[src/rtl/dual_brg_pkg.sv]
package dual_brg_pkg;
  typedef enum logic [1:0] {
    SRC_SYS  = 2'd0,
    SRC_XTAL = 2'd1,
    SRC_EXT  = 2'd2,
    SRC_CASC = 2'd3
  } src_e;

  // Packed from MSB: pin_en [6], tx_en [5], rx_en [4], src [3:2], timer [1], run [0]
  typedef struct packed {
    logic pin_en;
    logic tx_en;
    logic rx_en;
    src_e src;
    logic timer;
    logic run;
  } mode_t;

  localparam int MODE_W = $bits(mode_t);
endpackage

[src/rtl/brg_src_sel.sv]
module brg_src_sel
  import dual_brg_pkg::*;
#(
  parameter bit ALLOW_CASC = 1'b0
) (
  input  src_e src,
  input  logic sys_tick,
  input  logic xtal_tick,
  input  logic ext_tick,
  input  logic casc_rise,
  output logic tick
);
  always_comb begin
    unique case (src)
      SRC_SYS:  tick = sys_tick;
      SRC_XTAL: tick = xtal_tick;
      SRC_EXT:  tick = ext_tick;
      default:  tick = ALLOW_CASC && casc_rise;
    endcase
  end
endmodule

[src/rtl/brg_channel.sv]
module brg_channel
  import dual_brg_pkg::*;
#(
  parameter int DIV_W = 16
) (
  input  logic             clk,
  input  logic             rst_n,
  input  logic             div_wr,
  input  logic             mode_wr,
  input  logic [DIV_W-1:0] wr_data,
  input  logic             tick,
  output logic             out,
  output logic             done,
  output src_e             src,
  output logic [2:0]       route   // {pin_en, tx_en, rx_en}
);
  localparam logic [DIV_W-1:0] TWO = DIV_W'(2);

  logic [DIV_W-1:0] div_q, cnt_q, eff_div;
  mode_t            mode_q;
  logic             out_q, done_q;

  // Values below 2 act as 2; odd values drop to the even value below
  assign eff_div = (div_q < TWO) ? TWO : {div_q[DIV_W-1:1], 1'b0};

  always_ff @(posedge clk) begin
    if (!rst_n) begin
      div_q  <= '0;
      mode_q <= '0;
      cnt_q  <= TWO;
      out_q  <= 1'b0;
      done_q <= 1'b0;
    end else begin
      if (div_wr) div_q <= wr_data;
      if (mode_wr) begin
        mode_q <= mode_t'(wr_data[MODE_W-1:0]);
        cnt_q  <= eff_div;
        out_q  <= 1'b0;
        done_q <= 1'b0;
      end else if (!mode_q.run) begin
        cnt_q <= eff_div;
        out_q <= 1'b0;
      end else if (tick && !done_q) begin
        if (cnt_q <= TWO) begin
          cnt_q <= eff_div;
          out_q <= ~out_q;
          if (mode_q.timer && out_q) done_q <= 1'b1;
        end else begin
          cnt_q <= cnt_q - TWO;
        end
      end
    end
  end

  assign out   = out_q;
  assign done  = done_q;
  assign src   = mode_q.src;
  assign route = {mode_q.pin_en, mode_q.tx_en, mode_q.rx_en};
endmodule

[src/rtl/brg_route.sv]
module brg_route #(
  parameter int NCH = 2
) (
  input  logic [NCH-1:0] ch_out,
  input  logic [NCH-1:0] rx_en,
  input  logic [NCH-1:0] tx_en,
  input  logic [NCH-1:0] pin_en,
  output logic           rx_clk,
  output logic           tx_clk,
  output logic [NCH-1:0] pin_out
);
  // Lowest channel index wins a shared clock
  always_comb begin
    rx_clk = 1'b0;
    tx_clk = 1'b0;
    for (int i = NCH - 1; i >= 0; i--) begin
      if (rx_en[i]) rx_clk = ch_out[i];
      if (tx_en[i]) tx_clk = ch_out[i];
    end
  end

  for (genvar i = 0; i < NCH; i++) begin : g_pin
    assign pin_out[i] = pin_en[i] & ch_out[i];
  end
endmodule

[src/rtl/dual_brg.sv]
module dual_brg
  import dual_brg_pkg::*;
#(
  parameter int DIV_W = 16
) (
  input  logic             clk,
  input  logic             rst_n,
  input  logic             wr_en,
  input  logic [1:0]       wr_addr,
  input  logic [DIV_W-1:0] wr_data,
  input  logic             sys_tick,
  input  logic             xtal_tick,
  input  logic             ext_tick,
  output logic [1:0]       brg_out,
  output logic             rx_clk,
  output logic             tx_clk,
  output logic [1:0]       pin_out,
  output logic [1:0]       tmr_done
);
  localparam int NCH = 2;

  logic [NCH-1:0] ch_tick, rx_en, tx_en, pin_en;
  logic           a_prev_q, a_rise;

  always_ff @(posedge clk) begin
    if (!rst_n) a_prev_q <= 1'b0;
    else        a_prev_q <= brg_out[0];
  end
  assign a_rise = brg_out[0] & ~a_prev_q;

  for (genvar c = 0; c < NCH; c++) begin : g_ch
    src_e       src;
    logic [2:0] route;

    brg_src_sel #(.ALLOW_CASC(c != 0)) u_sel (
      .src(src), .sys_tick(sys_tick), .xtal_tick(xtal_tick),
      .ext_tick(ext_tick), .casc_rise(a_rise), .tick(ch_tick[c])
    );

    brg_channel #(.DIV_W(DIV_W)) u_chan (
      .clk(clk), .rst_n(rst_n),
      .div_wr(wr_en && (wr_addr == 2'(c))),
      .mode_wr(wr_en && (wr_addr == 2'(c + 2))),
      .wr_data(wr_data), .tick(ch_tick[c]),
      .out(brg_out[c]), .done(tmr_done[c]), .src(src), .route(route)
    );

    assign rx_en[c]  = route[0];
    assign tx_en[c]  = route[1];
    assign pin_en[c] = route[2];
  end

  brg_route #(.NCH(NCH)) u_route (
    .ch_out(brg_out), .rx_en(rx_en), .tx_en(tx_en), .pin_en(pin_en),
    .rx_clk(rx_clk), .tx_clk(tx_clk), .pin_out(pin_out)
  );
endmodule

[config.mk]
export PLATFORM = sky130hd
export DESIGN_NAME = dual_brg
export DESIGN_NICKNAME = d
export VERILOG_FILES = /design/src/rtl/dual_brg_pkg.sv /design/src/rtl/brg_src_sel.sv /design/src/rtl/brg_channel.sv /design/src/rtl/brg_route.sv /design/src/rtl/dual_brg.sv
export SDC_FILE = /design/constraint.sdc
export NUM_CORES = 1
export LEC_CHECK = 0
export ABC_AREA = 1
export BUFFER_PORTS_ARGS = -buffer_cell sky130_fd_sc_hd__buf_2
export CAP_MARGIN = 20
export CORE_MARGIN = 2
export CORE_UTILIZATION = 55
export DETAILED_ROUTE_END_ITERATION = 10
export PLACE_DENSITY = 0.76
export SLEW_MARGIN = 20
export SYNTH_ARGS = -nofsm -noshare
export SYNTH_HDL_FRONTEND = slang
export SYNTH_SLANG_ARGS = --single-unit
[constraint.sdc]
create_clock -name clk -period 1.6 [get_ports clk]
set_input_delay 0.08 -clock clk [delete_from_list [all_inputs] [get_ports clk]]
set_output_delay 0.08 -clock clk [all_outputs]
set_load 0.01 [all_outputs]
**Yosys cells after proc, flatten, opt, wreduce, memory -nomap -nowiden**

Index checks and enable logic that the tools add are counted.

- $add $sub $neg: 2
- $lt $le $gt $ge: 4
- Equality and inequality tests: 9
- Muxes and demuxes: 16
- Bitwise operators: 9
- Reduce and logical (&&, ||, !) cells: 21

Operator list:

| kind | count |
|---|---|
| $mux 16 | 10 |
| $le 16x2->1 const B | 2 |
| $lt 16x2->1 const B | 2 |
| $sub 16x2->16 const B | 2 |
| $eq 2x2->1 const B | 4 |
| $logic_and 1x1->1 | 8 |
| $reduce_and 4->1 | 2 |
| $eq 2x1->1 const B | 3 |
| $logic_not 2->1 | 3 |
| $ne 3x2->1 const B | 2 |
| $not 1->1 | 6 |
| $pmux 1 s3 | 2 |
| $reduce_or 3->1 | 2 |
| $mux 1 | 4 |
| $reduce_and 2->1 | 2 |
| $reduce_or 2->1 | 2 |
| $and 1x1->1 | 3 |
| $logic_not 1->1 | 2 |

- Register bits after elaboration: 83
- Input bits: 24
- Output and inout port bits: 8

**Depth between registers and ports, before layout**

- Depth after elaboration: 7
- Depth in mapped cells: 11

**Hierarchy**

From an unflattened synthesis, not the netlist that was laid out.

- Cell total of the unflattened synthesis: 660
- Area total of the unflattened synthesis: 4352.9 um^2

Modules (own cells, without submodules):

| module | times used | cells an instance | area an instance (um^2) | seq. area each (um^2) |
|---|---|---|---|---|
| brg_channel | 2 | 308 | 2080.7 | 780.7 |
| dual_brg | 1 | 13 | 65.1 | 20.0 |
| brg_src_sel at g_ch[1].u_sel | 1 | 13 | 51.3 | 0.0 |
| brg_route | 1 | 12 | 47.5 | 0.0 |
| brg_src_sel at g_ch[0].u_sel | 1 | 6 | 27.5 | 0.0 |

**Worst setup path before layout**

No wires, ideal clock.

- Path kind: reg-to-reg
- From: reg g_ch[1].u_chan.cnt_q[1]
- To: reg g_ch[1].u_chan.cnt_q[13]
- Data arrival time: 1255 ps
- Required time: 1491 ps
- Setup slack: 236 ps
- Cell stages (with the launch flop): 12
- Buffers on the path: 0
- Period minus slack after synthesis: 1364 ps
- Cell sequence: dfxtp_1 > inv_1 > ha_1 > nand2_1 > nor2_1 > nand2_1 > nand2_1 > nand2_1 > nand2_1 > nand3_1 > nand2_1 > inv_1

- Word-level cells in the longest chain between the ends: 5
- Elaborated cells between the ends (all ways): 6
- Those cells by class: add/sub (1); order compare (1); mux (4)

RTL lines:

| element | line | text |
|---|---|---|
| start, declared | brg_channel.sv:19 | `logic [DIV_W-1:0] div_q, cnt_q, eff_div;` |
| start signal, assigned | brg_channel.sv:37 | `cnt_q <= eff_div;` |
| start signal, assigned | brg_channel.sv:41 | `cnt_q <= eff_div;` |
| start signal, assigned | brg_channel.sv:45 | `cnt_q <= eff_div;` |
| $sub 16x2->16 or $le 16x2->1 (tied branches) | brg_channel.sv:49, brg_channel.sv:44 |  |
| $mux 16 (*) | brg_channel.sv:44 | `if (cnt_q <= TWO) begin` |
| $mux 16 (*) | brg_channel.sv:43 | `end else if (tick && !done_q) begin` |
| $mux 16 (*) | brg_channel.sv:40 | `end else if (!mode_q.run) begin` |
| $mux 16 (*) | brg_channel.sv:35 | `if (mode_wr) begin` |

Every way passes the cells marked *; elsewhere a longest branch is shown, timed or not. The select of a mux whose other input is x is not followed.
A chain may end at the register's enable or synchronous reset.

**Worst setup path in the final report**

- From: reg g_ch[0].u_chan.cnt_q[4]
- To: reg g_ch[0].u_chan.cnt_q[2]

- Word-level cells in the longest chain between the ends: 5

RTL lines:

| element | line |
|---|---|
| start, declared | brg_channel.sv:19 |
| start signal, assigned | brg_channel.sv:37 |
| start signal, assigned | brg_channel.sv:41 |
| start signal, assigned | brg_channel.sv:45 |
| $le 16x2->1 | brg_channel.sv:44 |
| $mux 16 | brg_channel.sv:44 |
| $mux 16 | brg_channel.sv:43 |
| $mux 16 | brg_channel.sv:40 |
| $mux 16 | brg_channel.sv:35 |

No other way between the ends. The select of a mux whose other input is x is not followed.

==> results.json <==
{
  "dp.final_hpwl_um": 6890,
  "max-clock-path-buffers": 2,
  "dr_total_vias": 4049,
  "critPathKind": "reg -> reg",
  "worstPathRequired_ns": 1.87,
  "antenna_found_initial": 0,
  "finalCriticalPeriod_ns": 1.51,
  "antenna_left": 0,
  "cts_tree": "yes",
  "status": "finished, violations left",
  "clock-root-buffer": "clkbuf_8",
  "syn_inst": 636,
  "die_area_um2": 8470,
  "clk_latency_ns": 0.36,
  "cp.arrival_ns": 1.79,
  "synth_cell_type_count": 40,
  "finalInstanceArea_um2": 4850,
  "critPathMaxStageDelay_ns": 0.37,
  "utilization_pct": 63.8,
  "crit_buf_inv": 1,
  "fin_crit_sh_pct": 94.6,
  "hp-class": "in -> reg",
  "drive_gt1_share_pct": 15.5,
  "grt_max_degree": 32,
  "track_usage_pct": 24.0,
  "placed_area_um2": 4490,
  "cp_top_family": "simple AND/OR/NAND/NOR gates",
  "instances_no_fill": 786,
  "core_area_um2": 7610,
  "finalSetupTns_ns": 0,
  "via_per_inst": 5.15,
  "gp_congestion": 0.879,
  "startpoint_type": "register",
  "dp.cells": 759,
  "clk_pin_slew_ns": 0.09,
  "drv_cap": 0,
  "ys_ff_latch": 79,
  "ir_worst_vdd_uv": 550,
  "grt_pass1_vias": 3791,
  "avgSynthCellArea_um2": 6.70,
  "path_cells": "nor2_2 -> nand2_2 -> nor2_4 -> nand2_2 -> nand2_4 -> nand2_1 -> inv_1 -> nand2_1 -> a21oi_1",
  "row_count": 32,
  "antennaDiodeCount": 0,
  "worst_slew_pin_slew_ns": 0.567,
  "fin_skew_ns": 0.0117,
  "top_level_ports": 32,
  "final_cell_mix": "nand2_1, nor2_1, dfxtp_1, o21ai_0, inv_1",
  "drt_first_iter_violations": 189,
  "nets": 705,
  "wire_per_inst_um": 12.6,
  "power.density_nw_per_um2": 987,
  "grt_pass1_wl_um": 16600,
  "numCtsBuffers": 9,
  "clock-sinks": 79,
  "cts_max_level": 3,
  "ys_top_cells_by_area": "dfxtp_1, nor2_1, nand2_1",
  "dr.pass1.iters": 5,
  "ys_seq_area_share_pct": 37.1,
  "p_leak_uw": 0.00230,
  "die-width_um": 92.0,
  "critPathMaxFanout": 10,
  "gr-total-overflow": 0,
  "mostFrequentLayoutCell": "nand2_1",
  "dieHeight_um": 92.0,
  "io_buffers": 31,
  "max_freq_mhz": 660,
  "synth.top_cell.area_share_pct": 37.1,
  "setup_viol": 0,
  "drc": 0,
  "synth_nets": 662,
  "slew-limit-headroom_pct": 62.2,
  "slew_viol_final": 0,
  "final_hold_viol_count": 1,
  "end_kind": "register",
  "critical_path.slowest_cell": "dfxtp_1",
  "yosys_warnings": 0,
  "failed_checks": "negative hold slack",
  "initial_core_util_pct": 56.0,
  "hold_ws_ns": -0.00364,
  "syn2layout_area_growth_pct": 13.9,
  "syn_area_um2": 4260,
  "routed_wl_um": 9880,
  "yosysTopAreaCell": "dfxtp_1"
}
## flip-flops by register name (all words and copies together), names as in the netlist
| signal | flops |
|---|---|
| g_ch.u_chan.route | 6 |
| g_ch.u_chan.cnt_q | 30 |
| g_ch.u_chan.done | 2 |
| g_ch.u_chan.out | 2 |
| g_ch.u_chan.mode_q | 4 |
| g_ch.u_chan.src | 4 |
| g_ch.u_chan.div_q | 30 |
| a_prev_q | 1 |
## worst paths after layout
| check | from | end | slack, ns | cells after the start |
|---|---|---|---|---|
| worst max register to register | g_ch[0].u_chan.cnt_q[4]$_SDFFE_PN0P_ | g_ch[0].u_chan.cnt_q[2]$_SDFFE_PN0P_ | 0.09 | 9 |
| worst min register to register | g_ch[0].u_chan.done$_SDFFE_PP0P_ | g_ch[0].u_chan.done$_SDFFE_PP0P_ | 0.46 | 2 |
| worst max-delay path | g_ch[0].u_chan.cnt_q[4]$_SDFFE_PN0P_ | g_ch[0].u_chan.cnt_q[2]$_SDFFE_PN0P_ | 0.09 | 9 |
| worst min-delay path | wr_data[7] | g_ch[1].u_chan.div_q[7]$_SDFFE_PN0P_ | -0.004 | 3 |
## synth_stat cells (all sizes together)
library cell / number
o21a: 1
or2: 1
ha: 2
nor3: 1
nand4: 1
o21bai: 3
nand3: 48
dfxtp: 79
inv: 69
nand2: 130
nand3b: 4
nor2: 126
clkinv: 1
xor2: 4
clkbuf: 8
buf: 18
a21oi: 53
o21ai: 79
xnor2: 8
## metrics by stage
stage / total power [uW] / setup WS, ns / hold WS [ns]
after global placement: 3050 / 0.0687 / 0.330
after floorplan: 2870 / 0.236 / 0.215
final: 4790 / 0.0858 / -0.00364
after global routing: 5030 / -0.0183 / 0.0313
after CTS: 4770 / 0.0485 / 0.00121
after detailed placement: 3070 / 0.0556 / 0.339
## worst register-to-register path, cell delays in order (launching register included)
cell and delay (ns):
dfxtp_1 0.37, nor2_2 0.19, nand2_2 0.10, nor2_4 0.14, nand2_2 0.10, nand2_4 0.13, nand2_1 0.10, inv_1 0.09
nand2_1 0.06, a21oi_1 0.16
## layer usage
layer / GRT usage, % / part of all wire, % / vias up
met4: 9.33 / 2.0 / 0
met5: 0 / 0 / -
met2: 41.6 / 50 / 72
li1: - / - / 2111
met1: 30.2 / 45 / 1848
met3: 3.45 / 3.4 / 18
## power breakdown
group	internal, uW	leakage (uW)	switching [uW]
logic	349	0.00154	599
registers	2070	0.000645	79.6
clock network	933	0.000117	765
## layout make-up
type                       count  area, um^2
clock inverter                 6        91.3
sequential                    79        1580
fill                         708        2750
multi-input combinational    462        2270
inverter                      70         275
tap                          102         128
clock buffer                  10         138
timing repair buffer          57         368
## cell families (layout without fill, tap and decap cells)
| kind of cell | after synthesis | count (layout) | synth area share, % |
|---|---|---|---|
| flops | 79 | 79 | 37.1 |
| buf+inv | 96 | 143 | 10.6 |
| simple gates | 311 | 312 | 32.4 |
| compound gates | 136 | 136 | 16.8 |
| xor+xnor | 12 | 12 | 2.47 |
| fa+ha+maj | 2 | 2 | 0.587 |
## repair_timing
item,CTS,global route
buffers inserted,0,3
hold endpoints to repair,10,0
hold buffers,7,0
setup endpoints to repair,0,20
resized for setup,0,11
(Power assumes the default switching activity.)
